<file path="config.mk">
export PLATFORM = sky130hd
export DESIGN_NAME = phy_rx_decoder
export DESIGN_NICKNAME = d
export VERILOG_FILES = /design/src/rtl/phy_rx_decoder.sv
export SDC_FILE = /design/constraint.sdc
export NUM_CORES = 1
export LEC_CHECK = 0
export CAP_MARGIN = 20
export CORE_MARGIN = 2
export CORE_UTILIZATION = 51
export DETAILED_ROUTE_END_ITERATION = 10
export PLACE_DENSITY = 0.82
export SYNTH_ARGS = -nofsm -noshare
export SYNTH_HDL_FRONTEND = slang
export SYNTH_SLANG_ARGS = --single-unit
</file>
<file path="constraint.sdc">
create_clock -name clk -period 3.7 [get_ports clk]
set_clock_uncertainty 0.2 [all_clocks]
set_input_delay 0.74 -clock clk [delete_from_list [all_inputs] [get_ports clk]]
set_output_delay 0.74 -clock clk [all_outputs]
set_load 0.01 [all_outputs]
</file>
<file path="src/rtl/phy_rx_decoder.sv">
module phy_rx_decoder #(
  parameter int DW = 8
) (
  input  logic          clk,
  input  logic          rst_n,
  input  logic [1:0]    ctl,
  input  logic [DW-1:0] d,
  output logic          beat_valid,
  output logic [DW-1:0] beat_data,
  output logic          beat_first,
  output logic          beat_last,
  output logic [1:0]    speed,
  output logic          speed_stb,
  output logic          speed_err,
  output logic          null_stb,
  output logic          status_abort
);
  localparam logic [1:0] C_IDLE = 2'b00;
  localparam logic [1:0] C_STAT = 2'b01;
  localparam logic [1:0] C_RX   = 2'b10;

  typedef enum logic [2:0] {S_IDLE, S_STAT, S_WAIT, S_DON, S_DATA, S_DROP} st_t;
  st_t st;

  logic [DW-1:0] pend;
  logic          pend_ok;
  logic          first;

  wire is_don = d[7];
  wire is400  = d[7:0] == 8'h50;
  wire is200  = d[7:4] == 4'h4;
  wire is100  = d[7:6] == 2'b00;
  wire spd_ok = is400 | is200 | is100;
  wire [1:0] spd_dec = is400 ? 2'd2 : (is200 ? 2'd1 : 2'd0);

  always_ff @(posedge clk or negedge rst_n) begin
    if (!rst_n) begin
      st           <= S_IDLE;
      pend         <= '0;
      pend_ok      <= 1'b0;
      first        <= 1'b0;
      beat_valid   <= 1'b0;
      beat_data    <= '0;
      beat_first   <= 1'b0;
      beat_last    <= 1'b0;
      speed        <= 2'd0;
      speed_stb    <= 1'b0;
      speed_err    <= 1'b0;
      null_stb     <= 1'b0;
      status_abort <= 1'b0;
    end else begin
      beat_valid   <= 1'b0;
      beat_first   <= 1'b0;
      beat_last    <= 1'b0;
      speed_stb    <= 1'b0;
      speed_err    <= 1'b0;
      null_stb     <= 1'b0;
      status_abort <= 1'b0;
      if (ctl == C_RX) begin
        case (st)
          S_IDLE, S_STAT: begin
            status_abort <= (st == S_STAT);
            st <= is_don ? S_DON : S_WAIT;
          end
          S_WAIT: if (is_don) st <= S_DON;
          S_DON: if (!is_don) begin
            if (spd_ok) begin
              speed     <= spd_dec;
              speed_stb <= 1'b1;
              first     <= 1'b1;
              st        <= S_DATA;
            end else begin
              speed_err <= 1'b1;
              st        <= S_DROP;
            end
          end
          S_DATA: begin
            if (pend_ok) begin
              beat_valid <= 1'b1;
              beat_data  <= pend;
              beat_first <= first;
              first      <= 1'b0;
            end
            pend    <= d;
            pend_ok <= 1'b1;
          end
          default: ;
        endcase
      end else begin
        if (st == S_DATA && pend_ok) begin
          beat_valid <= 1'b1;
          beat_data  <= pend;
          beat_first <= first;
          beat_last  <= 1'b1;
        end
        if (st == S_DON) null_stb <= 1'b1;
        pend_ok <= 1'b0;
        first   <= 1'b0;
        st      <= (ctl == C_STAT) ? S_STAT : S_IDLE;
      end
    end
  end

  assert_abort_from_status_R2: assert property (@(posedge clk) disable iff (!rst_n)
    status_abort |-> ($past(ctl) == C_RX && $past(ctl, 2) == C_STAT));

  assert_speed_from_code_R4: assert property (@(posedge clk) disable iff (!rst_n)
    speed_stb |-> ($past(ctl) == C_RX && !$past(d[7])));

  assert_err_drops_beats_R5: assert property (@(posedge clk) disable iff (!rst_n)
    speed_err |=> !beat_valid);

  assert_last_at_end_R7: assert property (@(posedge clk) disable iff (!rst_n)
    beat_last |-> (beat_valid && $past(ctl) != C_RX));

  assert_null_at_end_R8: assert property (@(posedge clk) disable iff (!rst_n)
    null_stb |-> ($past(ctl) != C_RX && !beat_valid));

  assert_one_event_R8: assert property (@(posedge clk) disable iff (!rst_n)
    $onehot0({speed_stb, speed_err, null_stb}));

  assert_idle_ctl_quiet_R1: assert property (@(posedge clk) disable iff (!rst_n)
    ($past(ctl) == C_IDLE && $past(ctl, 2) == C_IDLE) |-> !beat_valid && !speed_stb && !status_abort);
endmodule

</file>
==> results.json, run 1 <==
{
  "drc": 0,
  "worst_path_dominant_cell_family": "simple AND/OR/NAND/NOR gates",
  "viasPerCell": 5.45,
  "synth_fp_nets": 103,
  "fillers": 159,
  "die_area_sq_mm": 0.00278,
  "finalHoldViolations": 0,
  "routabilityCongestion": 0.807,
  "fin_nets": 138,
  "max_stage_delay_ns": 0.51,
  "startpoint_type": "input pin",
  "critPathArrivalTime_ns": 2.25,
  "p_leak_nw": 0.744,
  "grt_pass1_wl_microns": 3680,
  "max_slew_margin_pct": 69.5,
  "netlist_instances": 91,
  "clk-insertion-delay-late_ns": 0.33,
  "multi_input_area_sq_um": 438,
  "period_share_pct": 60.4,
  "hold-worst-slack_ns": 0.307,
  "crit_path_top_delay_cell": "clkdlybuf4s50_1",
  "grt_pass1_vias": 884,
  "seq_power_share_pct": 54.1,
  "yosys_most_used_dff": "dfrtp_1",
  "firstDrtPassIters": 4,
  "clk_pin_slew_ns": 0.09,
  "coreArea_sq_mm": 0.00223,
  "grt_max_degree": 31,
  "layout.cells.non_filler": 155,
  "cts_buffers": 5,
  "ctsHoldBuffers": 0,
  "p_comb_share_pct": 6.8,
  "postRouteAntennaNets": 0,
  "die-height_microns": 52.7,
  "power.share.switching_pct": 22.5,
  "cap_violations": 0,
  "min_path_type": "reg2reg",
  "ff_latch_area_sq_um": 751,
  "power_density_mw_per_mm2": 392,
  "worst_pin_slew_ns": 0.458,
  "overflow": 0,
  "finalMaxSlewViolations": 0,
  "switchingPower_uw": 142,
  "clock_tree.root_cell": "clkbuf_4",
  "synth_warnings": 0,
  "outcome": "complete, no violations",
  "critPathBufInv": 1,
  "avgSynthCellArea_sq_um": 13.3,
  "clock.fmax_mhz": 448,
  "fin_crit_ns": 2.23,
  "ys_seq_area_share_pct": 62.0,
  "post_cts_buffers": 0,
  "crit_chain": "clkdlybuf4s50_1, or3b_4, or2_4, a221o_1",
  "rsz0062_at_grt": "false",
  "setup_tns_ns": 0,
  "start_util_pct": 54.2,
  "h-tree-depth": 2,
  "required_ns": 3.72,
  "synth_area_sq_mm": 0.00121,
  "mostFrequentLayoutCell": "dfrtp_1",
  "synth_edf_count": 0,
  "vias": 844,
  "area_growth_pct": 32.5,
  "cts_tree": "yes",
  "worst-path-max-fanout": 4,
  "routed_wl_microns": 2230,
  "ys_ff_latch": 30,
  "total_power_uw": 629,
  "clk_path_buf_depth": 2,
  "vdd_drop_max_mv": 0.342,
  "track_usage_pct": 19.7,
  "die_w_microns": 52.7,
  "cp-end-kind": "flip-flop",
  "place_inst": 147,
  "rows": 17,
  "final_cell_mix": "30 x dfrtp_1, 28 x clkdlybuf4s50_1, 16 x mux2_2, 7 x nor2_1, 5 x clkbuf_4",
  "port_buffers": 28,
  "ios": 29,
  "diodes": 0,
  "hpwl_microns": 1570,
  "p_int_uw": 487,
  "synth_cell_types": 29,
  "cts_sinks": 30,
  "drt-initial-drc-count": 9,
  "drive_gt1_share_pct": 22.8,
  "setup_viol": 0,
  "worst-setup-path-type": "in2reg",
  "cts_resized": 0,
  "wl_per_cell_microns": 14.4,
  "async_flop_share_pct": 100,
  "antenna_found_initial": 0,
  "p_clk_share_pct": 39.0
}
## routing by layer
| layer | routed length (microns) | share of wire, % | global-route usage, % |
|---|---|---|---|
| met5 | 0 | 0 | 0 |
| met4 | 37 | 1.7 | 8.12 |
| met3 | 156 | 7.0 | 9.14 |
| met2 | 1060 | 48 | 32.1 |
| met1 | 973 | 44 | 22.2 |
## layout make-up
| class | count | area share (%) |
|---|---|---|
| Tap cell | 28 | 2.18 |
| Sequential cell | 30 | 46.8 |
| Timing Repair Buffer | 29 | 17.9 |
| Multi-Input combinational cell | 56 | 27.3 |
| Inverter | 4 | 0.935 |
| Clock buffer | 8 | 4.91 |
## path summary, 6_finish.rpt
check	start	endpoint	slack, ns	depth (start not counted)
hold reg to reg	pend[4]$_DFFE_PN0P_	pend[4]$_DFFE_PN0P_	0.31	1
setup / recovery	ctl[1]	speed[1]$_DFFE_PN0P_	1.47	4
min in group asynchronous	rst_n	st[2]$_DFFE_PN0P_	0.59	2
setup reg to reg	st[0]$_DFFE_PN0P_	beat_data[6]$_DFFE_PN0P_	1.76	3
hold / removal	pend[4]$_DFFE_PN0P_	pend[4]$_DFFE_PN0P_	0.31	1
max in group asynchronous	rst_n	pend[5]$_DFFE_PN0P_	2.44	2
## power groups by stage
stage | clock network [mW] | registers, mW | logic [mW]
floorplan | 0 | 0.346 | 0.0157
global placement | 0 | 0.346 | 0.0424
detailed placement | 0 | 0.346 | 0.0439
CTS | 0.247 | 0.340 | 0.0443
global route | 0.264 | 0.341 | 0.0480
finish | 0.245 | 0.340 | 0.0431
## flip-flops by register name, summed over array words and instances (netlist names)
name          flops
st                3
beat_valid        1
status_abort      1
pend_ok           1
speed_stb         1
beat_last         1
pend              8
null_stb          1
beat_first        1
beat_data         8
speed             2
speed_err         1
first             1
## cells by family after synthesis
family,Yosys count,share of synthesized area [%]
DFF,30,62.0
muxes,17,15.7
buffers and inverters,5,1.86
and+or+nand+nor,28,13.9
AOI/OAI and AO/OA,11,6.51
## through the flow
step	worst slack [ns]	util, %	instance area [sq um]
detailed placement	1.11	68.3	1530
finish	1.47	71.9	1610
floorplan	1.68	-	1210
CTS	1.47	71.9	1610
global route	1.43	71.9	1610
global placement	1.14	68.3	1530
## Yosys cell counts, types with 2 or more instances
library cell | n | share of area (%)
dfrtp_1 | 30 | 62
mux2_2 | 16 | 15
nor2_1 | 7 | 2.2
inv_1 | 4 | 1.2
nand2_1 | 4 | 1.2
o21ai_0 | 3 | 1.2
a221o_1 | 2 | 1.7
and3_1 | 2 | 1.0
nor4_1 | 2 | 1.0
o211ai_1 | 2 | 1.2
Note: power is estimated with default switching activity, not from simulation.
==> run 2: changes to the inputs <==
Settings changed: CORE_UTILIZATION 51 to 48, PLACE_DENSITY 0.82 to 0.78.
Clock period 3.7 ns to 2.2 ns, I/O delays scaled along.
==> run 2 against run 1 <==
Net effect: total power up 72%; wire length fell by 0.40%; largest power group unchanged; sequential share of layout area shrank 1.7 points; non-clock buffer count up 8; critical path type is now reg2reg; largest cell class unchanged.
==> results.json, run 2 (synthesis results as in run 1) <==
{
  "clk-insertion-delay-late_ns": 0.33,
  "cap_violations": 0,
  "grt_max_degree": 31,
  "wl_per_cell_microns": 13.4,
  "fin_crit_ns": 1.94,
  "routabilityCongestion": 0.819,
  "viasPerCell": 5.26,
  "vias": 868,
  "track_usage_pct": 19.4,
  "crit_path_top_delay_cell": "dfrtp_1",
  "firstDrtPassIters": 4,
  "p_int_uw": 843,
  "cts_tree": "yes",
  "die_area_sq_mm": 0.00294,
  "finalMaxSlewViolations": 0,
  "p_clk_share_pct": 39.5,
  "outcome": "complete, no violations",
  "startpoint_type": "flip-flop",
  "postRouteAntennaNets": 0,
  "multi_input_area_sq_um": 438,
  "clk_path_buf_depth": 2,
  "p_comb_share_pct": 7.5,
  "start_util_pct": 49.8,
  "switchingPower_uw": 237,
  "port_buffers": 28,
  "clk_pin_slew_ns": 0.10,
  "vdd_drop_max_mv": 0.809,
  "grt_pass1_vias": 867,
  "reg.largest.list": "beat_data (8), pend (8), st (3)",
  "ctsHoldBuffers": 0,
  "cts_resized": 0,
  "drive_gt1_share_pct": 27.4,
  "crit_chain": "nor3b_2, and2_1, mux2_2",
  "cp-end-kind": "flip-flop",
  "worst-path-max-fanout": 10,
  "diodes": 0,
  "max_slew_margin_pct": 70.5,
  "drt-initial-drc-count": 7,
  "finalHoldViolations": 0,
  "ff_latch_area_sq_um": 751,
  "power.share.switching_pct": 22.0,
  "setup_tns_ns": 0,
  "power_density_mw_per_mm2": 648,
  "ios": 29,
  "worst-setup-path-type": "reg2reg",
  "min_path_type": "in2async",
  "die_w_microns": 54.2,
  "period_share_pct": 88.1,
  "final_cell_mix": "30 x dfrtp_1, 28 x clkdlybuf4s50_1, 16 x mux2_2, 9 x buf_4, 7 x nor2_1",
  "antenna_found_initial": 0,
  "fillers": 196,
  "coreArea_sq_mm": 0.00243,
  "seq_power_share_pct": 53.0,
  "hpwl_microns": 1630,
  "die-height_microns": 54.2,
  "clock_tree.root_cell": "clkbuf_4",
  "worst_pin_slew_ns": 0.442,
  "routed_wl_microns": 2220,
  "required_ns": 2.21,
  "drc": 0,
  "cts_sinks": 30,
  "max_stage_delay_ns": 0.46,
  "grt_pass1_wl_microns": 3830,
  "rows": 18,
  "critPathArrivalTime_ns": 1.95,
  "mostFrequentLayoutCell": "dfrtp_1",
  "overflow": 0,
  "fin_nets": 146,
  "h-tree-depth": 2,
  "setup_viol": 0,
  "total_power_mw": 1.08,
  "clock.fmax_mhz": 516,
  "rsz0062_at_grt": "false",
  "cts_buffers": 5,
  "p_leak_nw": 0.783,
  "area_growth_pct": 37.6,
  "post_cts_buffers": 0
}
## run 2: changes by cell type in the layout (fill, tap and decap cells not counted), sizes merged
cell	before	now
clkbuf	8	5
bufinv	0	1
clkinv	0	2
buf	1	9
## run 2: layout make-up
type                            instances  area share (%)
Clock buffer                            5            2.25
Multi-Input combinational cell         56            26.3
Inverter                                4           0.901
Timing Repair Buffer                   37            20.9
Tap cell                               30            2.25
Clock inverter                          3            2.40
Sequential cell                        30            45.0
## run 2: worst paths after layout
check                                          from                       end  slack [ns]  cells past startpoint
worst max-delay path              st[0]$_DFFE_PN0P_  beat_data[6]$_DFFE_PN0P_        0.26                      3
worst min-delay path                          rst_n  beat_data[1]$_DFFE_PN0P_        0.30                      2
worst max register to register    st[0]$_DFFE_PN0P_  beat_data[6]$_DFFE_PN0P_        0.26                      3
worst min register to register  pend[4]$_DFFE_PN0P_       pend[4]$_DFFE_PN0P_        0.31                      1
max in group asynchronous                     rst_n       pend[5]$_DFFE_PN0P_        1.23                      2
min in group clk                pend[4]$_DFFE_PN0P_       pend[4]$_DFFE_PN0P_        0.31                      1
## run 2: layer usage
layer | GRT usage (%) | part of all wire, % | up-vias
li1 | - | - | 414
met1 | 23.3 | 44 | 416
met2 | 29.7 | 46 | 30
met3 | 6.56 | 7.2 | 8
met4 | 12.1 | 2.3 | 0
met5 | 0 | 0 | -
## run 2: per-stage QoR
stage                     util [%]  hold WS [ns]  cell area (sq um)  worst slack [ns]  instances
final                         68.5         0.296               1670             0.261        165
after global routing          68.5         0.305               1670            0.0851        165
after CTS                     68.5         0.304               1670             0.232        165
after detailed placement      65.3         0.290               1590           -0.0713        157
after global placement        65.3         0.284               1590           -0.0282        157
after floorplan                  -       -0.0556               1210             0.478         91
## run 2: power by group through the flow
stage               Sequential (mW)  Clock, mW  Combinational [mW]
floorplan                     0.582          0              0.0264
global placement              0.582          0              0.0802
detailed placement            0.583          0              0.0825
CTS                           0.572      0.438              0.0828
global route                  0.574      0.469              0.0900
finish                        0.572      0.427              0.0811
## run 2: critical path, delay by kind of cell (launching register included)
kind / cells / cell delay [ns]
mux: 1 / 0.39
simple gates: 2 / 0.77
flops: 1 / 0.46
==> run 3: changes to the inputs <==
Settings changed: CORE_ASPECT_RATIO set to 1.25.
==> run 3 against run 2 <==
Net effect: final area is 0.15% lower; utilization hardly changed; critical endpoint is now speed[0]; total power is 10% lower; final cell count is 1.2% higher; maximum frequency is 1.4% higher; critical path depth is 2 lower; via count is 0.35% lower; combinational power hardly changed; wire length is 5.0% higher; first-iteration DRC count is 29% higher; die area hardly changed; register-to-register slack better by 0.08 ns.
==> results.json, run 3 (synthesis results as in run 1) <==
{
  "worst_path_dominant_cell_family": "buffers and inverters",
  "cts_resized": 0,
  "outcome": "complete, no violations",
  "port_buffers": 28,
  "area_growth_pct": 37.4,
  "vias": 865,
  "clk_pin_slew_ns": 0.09,
  "place_inst": 161,
  "power_density_mw_per_mm2": 582,
  "setup_viol": 0,
  "die-height_microns": 60.2,
  "max_stage_delay_ns": 0.56,
  "clk_path_buf_depth": 2,
  "grt_pass1_vias": 838,
  "final_cell_mix": "30 x dfrtp_1, 28 x clkdlybuf4s50_1, 16 x mux2_2, 9 x buf_4, 7 x nor2_1",
  "vdd_drop_max_mv": 0.574,
  "fin_area_sq_mm": 0.00166,
  "crit_chain": "clkdlybuf4s50_1",
  "rsz0062_at_grt": "false",
  "antenna_found_initial": 0,
  "overflow": 0,
  "max_slew_margin_pct": 69.1,
  "viasPerCell": 5.18,
  "min_path_type": "in2async",
  "track_usage_pct": 18.5,
  "startpoint_type": "flip-flop",
  "layout.cells.non_filler": 167,
  "die_w_microns": 48.9,
  "mostFrequentLayoutCell": "dfrtp_1",
  "hold-worst-slack_ns": 0.285,
  "worst_pin_slew_ns": 0.463,
  "clock_tree.root_cell": "clkbuf_4",
  "final_util_pct": 68.6,
  "post_cts_buffers": 0,
  "cts_tree": "yes",
  "firstDrtPassIters": 4,
  "reg.largest.list": "beat_data (8), pend (8), st (3)",
  "diodes": 0,
  "period_share_pct": 86.9,
  "clock.fmax_mhz": 523,
  "reg2reg_to": "beat_data[1]$_DFFE_PN0P_",
  "drc": 0,
  "reg2reg_setup_slack_ns": 0.34,
  "grt_pass1_wl_microns": 3820,
  "hpwl_microns": 1710,
  "required_ns": 1.56,
  "critPathBufInv": 1,
  "cts_sinks": 30,
  "cts_buffers": 5,
  "postRouteAntennaNets": 0,
  "worst-path-max-fanout": 3,
  "finalHoldViolations": 0,
  "finalMaxSlewViolations": 0,
  "grt_max_degree": 31,
  "coreArea_sq_mm": 0.00243,
  "rows": 20,
  "h-tree-depth": 2,
  "drt-initial-drc-count": 9,
  "critPathArrivalTime_ns": 1.27,
  "ios": 29,
  "die_area_sq_mm": 0.00294,
  "crit_path_top_delay_cell": "clkdlybuf4s50_1",
  "timing.rr.start": "st[2]$_DFFE_PN0P_",
  "path_depth": 1,
  "place_area_sq_mm": 0.00161,
  "ctsHoldBuffers": 0,
  "start_util_pct": 49.9,
  "fin_crit_ns": 1.91,
  "cap_violations": 0,
  "routed_wl_microns": 2330,
  "routabilityCongestion": 0.909,
  "wl_per_cell_microns": 14.0,
  "drive_gt1_share_pct": 26.9,
  "total_power_uw": 969,
  "worst-setup-path-type": "reg2out",
  "clk-insertion-delay-late_ns": 0.34,
  "rr_worst_depth": 3,
  "p_leak_nw": 0.779,
  "cp-end-kind": "output pin",
  "fin_nets": 147
}
-- run 3: changes by cell type in the layout (fill, tap and decap cells not counted) --
| cell | delta |
|---|---|
| clkinv_2 | -2 |
| clkbuf_8 | +1 |
| buf_12 | +1 |
| bufinv_16 | -1 |
-- run 3: cell type report --
type                    instances  area [sq um]
fillers                       200           763
well taps                      33          41.3
inverters                       4          15.0
repair buffers                 38           368
flip-flops and latches         30           751
clock buffers                   6          51.3
multi-input cells              56           438
-- run 3: where the power goes --
part	leakage [nW]	internal, mW	switching (mW)
combinational	0.344	0.0446	0.0366
sequential	0.405	0.563	0.00867
clock	0.0302	0.143	0.172
total	0.779	0.751	0.218
-- run 3: metal layers --
layer | global-route usage [%] | share of wire (%) | up-vias
li1 | - | - | 414
met1 | 20.7 | 42 | 419
met2 | 29.9 | 48 | 29
met3 | 9.75 | 7.3 | 3
met4 | 7.35 | 2.0 | 0
met5 | 0 | 0 | -
-- run 3: stage by stage --
stage | setup WS (ns) | setup TNS (ns)
5_1_grt | 0.225 | 0
2_1_floorplan | 0.478 | 0
3_3_place_gp | 0.00605 | 0
6_report | 0.288 | 0
4_1_cts | 0.265 | 0
3_5_place_dp | -0.0409 | -0.0409
-- run 3: how the worst max path moves through the flow --
stage,startpoint,endpoint
after floorplan,ctl[0],speed[1]$_DFFE_PN0P_
after global placement,d[7],speed[1]$_DFFE_PN0P_
after detailed placement,d[7],speed[1]$_DFFE_PN0P_
after CTS,speed[0]$_DFFE_PN0P_,speed[0]
after global routing,speed[0]$_DFFE_PN0P_,speed[0]
final,speed[0]$_DFFE_PN0P_,speed[0]
-- run 3: worst register-to-register path, delay by kind of cell (launching register included) --
kind,cells,cell delay [ns]
flip-flops,1,0.46
AND/OR/NAND/NOR,2,0.70
multiplexers,1,0.39
